<file path="src/rtl/burst_pkg.sv">
package burst_pkg;
  typedef enum logic {
    ORDER_LINEAR     = 1'b0,
    ORDER_INTERLEAVE = 1'b1
  } order_e;
endpackage

</file>
<file path="src/rtl/burst_base_reg.sv">
module burst_base_reg #(
  parameter int ADDR_W = 17,
  parameter int BEAT_W = 2,
  localparam int UPPER_W = ADDR_W - BEAT_W
) (
  input  logic               clk,
  input  logic               rst,
  input  logic               load,
  input  logic [ADDR_W-1:0]  addr_in,
  output logic [BEAT_W-1:0]  start_nxt,
  output logic [UPPER_W-1:0] upper_nxt,
  output logic [UPPER_W-1:0] upper_q
);
  logic [BEAT_W-1:0] start_q;

  always_comb begin
    start_nxt = start_q;
    upper_nxt = upper_q;
    if (load) begin
      start_nxt = addr_in[BEAT_W-1:0];
      upper_nxt = addr_in[ADDR_W-1:BEAT_W];
    end
  end

  always_ff @(posedge clk) begin
    if (rst) begin
      start_q <= '0;
      upper_q <= '0;
    end else begin
      start_q <= start_nxt;
      upper_q <= upper_nxt;
    end
  end

  // held upper bits move only on a load
  assert_upper_held_R8: assert property (@(posedge clk) disable iff (rst)
    !load |=> $stable(upper_q));
endmodule

</file>
<file path="src/rtl/burst_step_ctr.sv">
module burst_step_ctr #(
  parameter int BEAT_W = 2
) (
  input  logic              clk,
  input  logic              rst,
  input  logic              load,
  input  logic              advance,
  output logic [BEAT_W-1:0] step_nxt,
  output logic [BEAT_W-1:0] step_q
);
  always_comb begin
    if (load)         step_nxt = '0;
    else if (advance) step_nxt = step_q + 1'b1;
    else              step_nxt = step_q;
  end

  always_ff @(posedge clk) begin
    if (rst) step_q <= '0;
    else     step_q <= step_nxt;
  end

  // the beat index wraps instead of saturating
  assert_step_wrap_R6: assert property (@(posedge clk) disable iff (rst)
    (!load && advance && (&step_q)) |=> (step_q == '0));
  // a load clears the index even with advance high
  assert_load_wins_R7: assert property (@(posedge clk) disable iff (rst)
    load |=> (step_q == '0));
endmodule

</file>
<file path="src/rtl/burst_order_map.sv">
module burst_order_map #(
  parameter int BEAT_W = 2
) (
  input  logic              order_sel,
  input  logic [BEAT_W-1:0] start,
  input  logic [BEAT_W-1:0] step,
  output logic [BEAT_W-1:0] beat_addr
);
  import burst_pkg::*;

  logic [BEAT_W-1:0] lin_addr;
  logic [BEAT_W-1:0] ilv_addr;

  genvar b;
  generate
    for (b = 0; b < BEAT_W; b++) begin : g_ilv
      assign ilv_addr[b] = start[b] ^ step[b];
    end
  endgenerate

  assign lin_addr = start + step;

  always_comb begin
    if (order_e'(order_sel) == ORDER_INTERLEAVE) beat_addr = ilv_addr;
    else                                         beat_addr = lin_addr;
  end
endmodule

</file>
<file path="src/rtl/burst_addr_ctr.sv">
module burst_addr_ctr #(
  parameter int ADDR_W = 17,
  parameter int BEAT_W = 2,
  localparam int UPPER_W = ADDR_W - BEAT_W
) (
  input  logic              clk,
  input  logic              rst,
  input  logic              load,
  input  logic              advance,
  input  logic              order_sel,
  input  logic [ADDR_W-1:0] addr_in,
  output logic [BEAT_W-1:0] burst_lo,
  output logic [ADDR_W-1:0] burst_addr
);
  logic [BEAT_W-1:0]  start_nxt;
  logic [UPPER_W-1:0] upper_nxt;
  logic [UPPER_W-1:0] upper_q;
  logic [BEAT_W-1:0]  step_nxt;
  logic [BEAT_W-1:0]  step_q;
  logic [BEAT_W-1:0]  beat_nxt;

  burst_base_reg #(.ADDR_W(ADDR_W), .BEAT_W(BEAT_W)) u_base (
    .clk(clk), .rst(rst), .load(load), .addr_in(addr_in),
    .start_nxt(start_nxt), .upper_nxt(upper_nxt), .upper_q(upper_q));

  burst_step_ctr #(.BEAT_W(BEAT_W)) u_step (
    .clk(clk), .rst(rst), .load(load), .advance(advance),
    .step_nxt(step_nxt), .step_q(step_q));

  burst_order_map #(.BEAT_W(BEAT_W)) u_map (
    .order_sel(order_sel), .start(start_nxt), .step(step_nxt),
    .beat_addr(beat_nxt));

  always_ff @(posedge clk) begin
    if (rst) begin
      burst_lo   <= '0;
      burst_addr <= '0;
    end else begin
      burst_lo   <= beat_nxt;
      burst_addr <= {upper_nxt, beat_nxt};
    end
  end

  // a load shows the captured address on the next cycle
  assert_load_capture_R2: assert property (@(posedge clk) disable iff (rst)
    load |=> (burst_addr == $past(addr_in)));
  // idle cycles with a steady order select leave the outputs alone
  assert_idle_hold_R3: assert property (@(posedge clk) disable iff (rst)
    (!load && !advance && $stable(order_sel)) |=> $stable(burst_addr));
  // linear steps add one modulo the beat count
  assert_linear_step_R4: assert property (@(posedge clk) disable iff (rst)
    (!load && advance && !order_sel && $stable(order_sel))
      |=> (burst_lo == BEAT_W'($past(burst_lo) + 1'b1)));
  // interleaved step from an even index flips only bit 0
  assert_ilv_even_step_R5: assert property (@(posedge clk) disable iff (rst)
    (!load && advance && order_sel && $stable(order_sel) && !step_q[0])
      |=> (burst_lo == ($past(burst_lo) ^ BEAT_W'(1))));
endmodule

</file>
<file path="config.mk">
export PLATFORM = sky130hd
export DESIGN_NAME = burst_addr_ctr
export DESIGN_NICKNAME = d
export VERILOG_FILES = /design/src/rtl/burst_pkg.sv /design/src/rtl/burst_base_reg.sv /design/src/rtl/burst_step_ctr.sv /design/src/rtl/burst_order_map.sv /design/src/rtl/burst_addr_ctr.sv
export SDC_FILE = /design/constraint.sdc
export NUM_CORES = 1
export LEC_CHECK = 0
export ABC_AREA = 1
export BUFFER_PORTS_ARGS = -buffer_cell sky130_fd_sc_hd__clkbuf_2
export CAP_MARGIN = 30
export CELL_PAD_IN_SITES_DETAIL_PLACEMENT = 1
export CELL_PAD_IN_SITES_GLOBAL_PLACEMENT = 2
export CORE_MARGIN = 4
export CORE_UTILIZATION = 25
export CTS_CLUSTER_DIAMETER = 50
export DETAILED_ROUTE_END_ITERATION = 10
export PLACE_DENSITY = 0.8
export SLEW_MARGIN = 20
export SYNTH_ARGS = -nofsm -noshare
export SYNTH_HDL_FRONTEND = slang
export SYNTH_SLANG_ARGS = --single-unit
</file>
<file path="constraint.sdc">
create_clock -name clk -period 2.93 [get_ports clk]
set_input_delay 0.586 -clock clk [delete_from_list [all_inputs] [get_ports clk]]
set_output_delay 0.586 -clock clk [all_outputs]
set_load 0.01 [all_outputs]
</file>
Yosys cells after proc, flatten, opt, wreduce, memory -nomap -nowiden
Cells that the tools add are included. Widths: inputs -> output; s select.

$add $sub $neg: 2. Multiply operators: 0. Divide/modulo/power cells: 0. $lt $le $gt $ge: 0. Equal/unequal tests: 0. Shift-type cells: 0. Multiplexer cells: 5. Bitwise logic cells: 2. Reductions and logical operators: 0.

Operator list (number): $mux 15 (1); $mux 2 (4); $add 2x1->2 const B (1); $add 2x2->2 (1); $xor 1x1->1 (2).

Flip-flop bits (word level): 38. Bits in latches: 0. Memory bits (writable): 0. Bits in read-only memories: 0. Input port bits: 22. Memories: 0.

Longest topological paths before layout
Gate-level depths: netlist (run 1).

Depth after elaboration: 5. Depth in mapped cells: 13. Mapped depth without buffers: 12.

By module
A second synthesis (run 1) with hierarchy kept.

Cell total of the unflattened synthesis: 226. Area total of the unflattened synthesis: 1587.8 µm².

By module, submodules not included: burst_base_reg (instances 1, cells an instance 142, area an instance 914.6 µm², sequential area each 340.3 µm²); burst_addr_ctr (instances 1, cells an instance 55, area an instance 509.2 µm², sequential area each 340.3 µm²); burst_step_ctr (instances 1, cells an instance 14, area an instance 96.3 µm², sequential area each 40.0 µm²); burst_order_map (instances 1, cells an instance 15, area an instance 67.6 µm², sequential area each 0.0 µm²).

Worst setup path before layout (run 1)
Ideal clock, no wire load.

Kind: input port to flip-flop. Start: in load. End: reg burst_addr[1]. Library setup time: 113 ps. Data arrival time: 1601 ps. Data required time: 2817 ps. Slack: 1217 ps. Stages: 11. Buffers on the path: 2. Cell sequence: buf_6 -> buf_6 -> nor3_1 -> ha_1 -> inv_1 -> nor2_1 -> inv_1 -> nand2_2 -> nand2_2 -> nor2_1 -> nor2_1.

Word-level cells in the longest chain between the ends: 3. Elaborated cells on any way between the ends: 5. Classes of those cells: add/sub (1); mux (3); bitwise (1).

RTL lines: from (decl) (line burst_addr_ctr.sv:8) `input logic load,`; $mux 2 (line burst_step_ctr.sv:12) `if (load) step_nxt = '0;`; net step_nxt[0] (line burst_addr_ctr.sv:18) `logic [BEAT_W-1:0] step_nxt;`; $add 2x2->2 (line burst_order_map.sv:21) `assign lin_addr = start + step;`; $mux 2 (line burst_order_map.sv:24) `if (order_e'(order_sel) == ORDER_INTERLEAVE) beat_addr = ilv_addr;`; to (signal assigned) (line burst_addr_ctr.sv:40) `burst_addr <= {upper_nxt, beat_nxt};`; to (decl) (line burst_addr_ctr.sv:13) `output logic [ADDR_W-1:0] burst_addr`.

The timed path passes the listed nets, and every way through them passes these cells. A chain may end at the register's enable or synchronous reset.

Final worst setup path (run 1)
Start: in load. End: reg burst_addr[1].

Word-level cells in the longest chain between the ends: 3. Elaborated cells on any way between the ends: 5. Classes of those cells: add/sub (1); mux (3); bitwise (1).

RTL lines: $mux 2 (line burst_base_reg.sv:19) `if (load) begin`; net start_nxt[0] (line burst_addr_ctr.sv:15) `logic [BEAT_W-1:0] start_nxt;`; $add 2x2->2 (line burst_order_map.sv:21); $mux 2 (line burst_order_map.sv:24).

The timed path passes the listed nets, and every way through them passes these cells.

==> metrics.md, run 1 <==
| Metric | Value |
|---|---|
| Synth cell types | `18` |
| Routed wire per std cell | `11.9 um` |
| RSZ-0062 raised after global routing | `no` |
| Worst setup EP type | `flip-flop` |
| Tcrit/Tclk final | `64.2%` |
| # fillers | `416` |
| Startpoint Class | `input pin` |
| CP delay by family, top | `buffers and inverters` |
| Layout cells sized above 1 | `37.8%` |
| Non-Filler Instances | `187` |
| DP Wirelength | `between 1500 and 2000 um` |
| Required time of the critical path | `3140 ps` |
| Placed inst area | `1050 sq um` |
| CTS root buf | `clkbuf_4` |
| Seq/Total Area, Yosys | `around half` |
| Worst vdd ir | `0.157 mV` |
| Critical path's slowest cell | `inv_2` |
| Die Span Y | `66.2 um` |
| Total setup buffers inserted after CTS | `0` |
| P_leak | `between 0.5 and 0.6 nW` |
| Row cnt | `20` |
| Die W | `~66 um` |
| Worst path max stage delay | `370 ps` |
| CP Cell Sequence | `clkbuf_2 -> inv_2 -> nand2_1 -> nand2_1 -> ha_1 -> inv_1 -> nor2_1 -> inv_1 -> nand2_2 -> nand2_2 -> nor2_1 -> nor2_1` |
| Final Hold Fails | `0` |
| Worst setup margin | `between 1000 and 1500 ps` |
| Total wire length | `2220 um` |
| Pin count of the biggest net entering global routing | `21` |
| Pwr Total | `between 0.5 and 0.6 mW` |
| Clock transition at path regs | `120 ps` |
| Gpl congestion | `between 0.7 and 0.8` |
| Hold-fix buffers at CTS | `0` |
| Total CTS buffers | `3` |
| Mapped cell area | `847 sq um` |
| Tot GR Track Use | `between 10% and 20%` |
| Initial antenna violation count | `0` |
| Starting Density | `26.9%` |
| CTS max path bufs | `2` |
| Initial DRT Pass Iterations | `4` |
| Resize count post-CTS | `0` |
| Register area | `around 420 sq um` |
| Crit-path most repeated cell | `nor2_1` |
| Cell area power density | `approximately 500 nW/um^2` |
| Crit path time final | `1880 ps` |
| Inserted Diodes | `0` |
| Via count | `787` |
| Crit path kind | `input pin to flip-flop` |
| CTS tree | `yes` |
| Run status | `finished clean` |
| Clock skew | `roughly 0.98 ps` |
| Final setup viols | `0` |
| Max Slew Vio Count | `0` |
| Final #Nets | `167` |
| GRT overflow | `0` |
| Insertion delay to the later sink of the worst-skew pair | `290 ps` |
| Placed cells | `183` |
| Number of max-cap violations | `0` |
| Synth warn | `0` |
| Cells after synthesis | `105` |
| DRT antenna net count | `0` |
| Slew @ Worst Pin | `around 440 ps` |
| Core utilization of the finished layout | `34.1%` |
| Vias in the first global route | `865` |
| Synthesis-to-finish area growth | `27.0%` |
| Max FO, Critical Path | `20` |
| Slew Limit Headroom | `70.5%` |
| Buf/Inv on CP | `4` |
| Multi-input gate area | `350 sq um` |
| Input/output buffers | `40` |
| Initial DRC Count | `9` |
| Via-to-Cell Ratio | `4.21` |
| Fin Setup TNS | `0 ps` |
| Design area | `around 1100 sq um` |
| Dpl ws | `682 ps` |
| Arr. time, crit path | `between 2000 and 2500 ps` |
| Drt drc | `0` |
| Clock sink count | `21` |
| Syn_nets | `128` |
| Core Box Area | `3150 sq um` |
| H-tree depth | `1` |
| Synth Register Bits | `21` |
| Syn_area_per_cell | `8.07 sq um` |
| Maximum clock frequency | `532 MHz` |
| Die area | `4380 sq um` |
| Final hold slack | `497 ps` |
| Min-Delay Path Class | `flip-flop to flip-flop` |
| # IOs | `41` |
| First-pass GRT wire length | `3840 um` |
[cells by family (layout without fill, tap and decap cells)]
logic type	after synthesis	count (layout)	share of synthesized area (%)
AO/OA/AOI/OAI	17	17	10.0
adder cells (fa/ha/maj)	1	1	1.48
buffers and inverters	12	50	9.01
flip-flops	21	21	49.6
AND/OR/NAND/NOR	54	54	29.8
[synth_stat cells]
library cell | instances | area, sq um
buf_4 | 2 | 15.0
inv_2 | 3 | 11.3
dfxtp_1 | 21 | 420
a21oi_1 | 2 | 10.0
nand2_1 | 7 | 26.3
nor4_4 | 1 | 21.3
nand3_1 | 1 | 5.00
nand3_2 | 1 | 10.0
nor3_1 | 2 | 10.0
nand2_2 | 3 | 18.8
buf_2 | 1 | 5.00
buf_6 | 3 | 33.8
o21ai_1 | 1 | 5.00
nor2_1 | 37 | 139
ha_1 | 1 | 12.5
inv_1 | 3 | 11.3
nand2_4 | 2 | 22.5
o21ai_0 | 14 | 70.1
[tightest hold or removal path: stages (launching register included)]
cell	delay [ps]
dfxtp_1	320
nand2_1	70
a21oi_1	70
[layout by cell type, fill, tap and decap left out, drive strengths merged]
cell type  synthesis  routed
nor2              37      37
nand3              2       2
ha                 1       1
clkbuf             0      43
nor3               2       2
nand2             12      12
inv                6       6
o21ai             15      15
clkinv             0       1
dfxtp             21      21
a21oi              2       2
nor4               1       1
[area by class of cell]
type,instances,share of cell area [%]
clock inverter,1,0.465
sequential,21,39.1
clock buffer,3,2.09
tap,44,5.12
multi-input combinational,72,32.6
timing repair buffer,40,18.6
inverter,6,2.09
[metal layers]
layer / GRT usage, % / share of wire [%] / vias up
li1: - / - / 405
met1: 14.3 / 44 / 349
met2: 18.1 / 47 / 29
met3: 2.89 / 7.6 / 4
met4: 3.30 / 1.5 / 0
met5: 0 / 0 / -
[path summary, 6_finish.rpt]
path / start / end / slack [ps] / cells after the start
max: load / burst_addr[1]$_SDFF_PP0_ / 1050 / 12
min reg2reg: u_base.start_q[0]$_SDFF_PP0_ / u_base.start_q[0]$_SDFF_PP0_ / 500 / 2
min: u_base.start_q[0]$_SDFF_PP0_ / u_base.start_q[0]$_SDFF_PP0_ / 500 / 2
max reg2reg: u_step.step_q[0]$_SDFF_PP0_ / burst_addr[1]$_SDFF_PP0_ / 1520 / 10
[power breakdown]
group | switching [mW] | internal, mW
logic | 0.0529 | 0.0370
registers | 0.00915 | 0.304
clock network | 0.0859 | 0.0508
[state kept, by name (all words and copies together), names as in the netlist]
register        cells
burst_addr          1
u_base.upper_q     15
burst_lo            1
u_step.step_q       2
u_base.start_q      2
Power figures use the tool's default switching activity.
==> inputs of run 2 (changes only) <==
- CORE_UTILIZATION: 25 -> 21
- PLACE_DENSITY: 0.8 -> 0.71
- clock period: 2.93 -> 1.7 ns (I/O delays scaled with it)
==> metrics.md, run 2 (synthesis results as in run 1) <==
| Metric | Value |
|---|---|
| Biggest register | `u_base.upper_q` |
| Resize count post-CTS | `0` |
| Sw Share | `a little over a quarter` |
| Required time of the critical path | `1900 ps` |
| Layout cells sized above 1 | `between 30% and 40%` |
| Crit-path most repeated cell | `nor2_1` |
| Cell area power density | `a little over 900 nW/um^2` |
| Power share of the sequential group | `52.1%` |
| Arr. time, crit path | `1590 ps` |
| Fin Setup TNS | `0 ps` |
| CP Cell Sequence | `nor2_1 -> nor3_1 -> ha_1 -> inv_1 -> nor2_1 -> inv_1 -> nand2_2 -> nand2_2 -> nand2_1 -> nand2_1 -> nor2_1` |
| DRT antenna net count | `0` |
| Inserted Diodes | `0` |
| Die W | `just over 70 um` |
| Clock transition at path regs | `approximately 80 ps` |
| Core Box Area | `3770 sq um` |
| Input/output buffers | `40` |
| Initial DRC Count | `19` |
| Sw power | `0.280 mW` |
| DP Wirelength | `1780 um` |
| Int Power | `about 0.76 mW` |
| Total setup buffers inserted after CTS | `0` |
| Max Slew Vio Count | `0` |
| Via-to-Cell Ratio | `4.19` |
| Initial antenna violation count | `0` |
| H-tree depth | `1` |
| CTS root buf | `clkbuf_8` |
| Crit path kind | `flip-flop to flip-flop` |
| Initial DRT Pass Iterations | `2` |
| Worst setup EP type | `flip-flop` |
| P_leak | `approximately 0.56 nW` |
| First-pass GRT wire length | `3970 um` |
| Crit path time final | `1390 ps` |
| Non-Filler Instances | `193` |
| Critical path's slowest cell | `dfxtp_1` |
| Run status | `finished clean` |
| Tcrit/Tclk final | `81.6%` |
| CTS tree | `yes` |
| Hold Path Origin | `addr_in[6]` |
| Clock sink count | `21` |
| # IOs | `just over 40` |
| Number of flip-flops in the largest register | `15` |
| Worst path max stage delay | `360 ps` |
| Final setup viols | `0` |
| Part of the power in combinational logic | `15.3%` |
| Tot GR Track Use | `under 10%` |
| Worst vdd ir | `0.450 mV` |
| Hold-fix buffers at CTS | `0` |
| Gpl congestion | `0.714` |
| Min-Delay Path Class | `input pin to flip-flop` |
| Startpoint Class | `flip-flop` |
| Total wire length | `approximately 2300 um` |
| Slew @ Worst Pin | `252 ps` |
| Number of max-cap violations | `0` |
| Biggest regs | `u_base.upper_q: 15 flops, u_base.start_q: 2 flops, u_step.step_q: 2 flops` |
| Commonest non-fill, non-tap cells in the layout | `clkbuf_2, nor2_1, dfxtp_1` |
| Placed cells | `189` |
| RSZ-0062 raised after global routing | `no` |
| Insertion delay to the later sink of the worst-skew pair | `roughly 260 ps` |
| Pwr Total | `1.04 mW` |
| Die area | `5110 sq um` |
| Vias in the first global route | `891` |
| Clock skew | `5.15 ps` |
| Routed wire per std cell | `11.7 um` |
| Pin count of the biggest net entering global routing | `18` |
| Total CTS buffers | `3` |
| Commonest non-fill, non-tap cell in the layout | `clkbuf_2` |
| Origin of the critical flop-to-flop path | `u_step.step_q[0]$_SDFF_PP0_` |
| Drt drc | `0` |
| Maximum clock frequency | `between 700 and 800 MHz` |
| Max FO, Critical Path | `3` |
| Row cnt | `22` |
| CTS max path bufs | `2` |
| Buf/Inv on CP | `2` |
| GRT overflow | `0` |
| Starting Density | `22.5%` |
| Clock network power share | `approximately a third` |
| Die Span Y | `around 72 um` |
| Worst Setup SP | `u_step.step_q[0]$_SDFF_PP0_` |
| Synthesis-to-finish area growth | `31.9%` |
| CP delay by family, top | `simple AND/OR/NAND/NOR gates` |
| Final #Nets | `about 170` |
| Final Hold Fails | `0` |
| Slew Limit Headroom | `between 80% and 90%` |
| Via count | `809` |
## run 2: power groups by stage
stage	Clock [mW]	Combinational [mW]	Sequential (mW)
floorplan	0	0.0803	0.564
global placement	0	0.159	0.551
detailed placement	0	0.162	0.552
CTS	0.359	0.163	0.541
global route	0.380	0.182	0.545
finish	0.338	0.158	0.540
## run 2: worst reg2reg max path: cells and delay by family, from the launching register on
family | cells | cell delay [ps]
adders and majority gates | 1 | 170
buffers and inverters | 2 | 110
DFF | 1 | 360
and+or+nand+nor | 8 | 700
## run 2: final cells by class
cell class              count  area, sq um
clock buffers               3         41.3
clock inverters             1         7.51
fillers                   462         2650
inverters                   6         22.5
multi-input cells          72          350
flip-flops and latches     21          420
well taps                  48         60.1
repair buffers             42          215
## run 2: worst paths after layout
| check | cells past startpoint | endpoint | slack, ps |
|---|---|---|---|
| max | 11 | burst_addr[1]$_SDFF_PP0_ | 310 |
| min | 3 | u_base.upper_q[4]$_SDFFE_PP0P_ | 300 |
| max reg2reg | 11 | burst_addr[1]$_SDFF_PP0_ | 310 |
| min reg2reg | 2 | u_base.start_q[0]$_SDFF_PP0_ | 480 |
## run 2: layer usage
metal	track usage [%]	wire (um)	share of wire (%)
met5	0	0	0
met4	3.13	17	0.75
met3	4.21	190	8.4
met2	16.5	1090	48
met1	10.8	963	43
## run 2: metrics by stage
| step | setup slack [ps] | hold slack [ps] | util, % | area (sq um) |
|---|---|---|---|---|
| 2_1_floorplan | 233 | 409 | - | 847 |
| 3_3_place_gp | 224 | 464 | 28.3 | 1070 |
| 3_5_place_dp | 146 | 471 | 28.3 | 1070 |
| 4_1_cts | 295 | 288 | 29.6 | 1120 |
| 5_1_grt | 158 | 300 | 29.6 | 1120 |
| 6_report | 313 | 297 | 29.6 | 1120 |
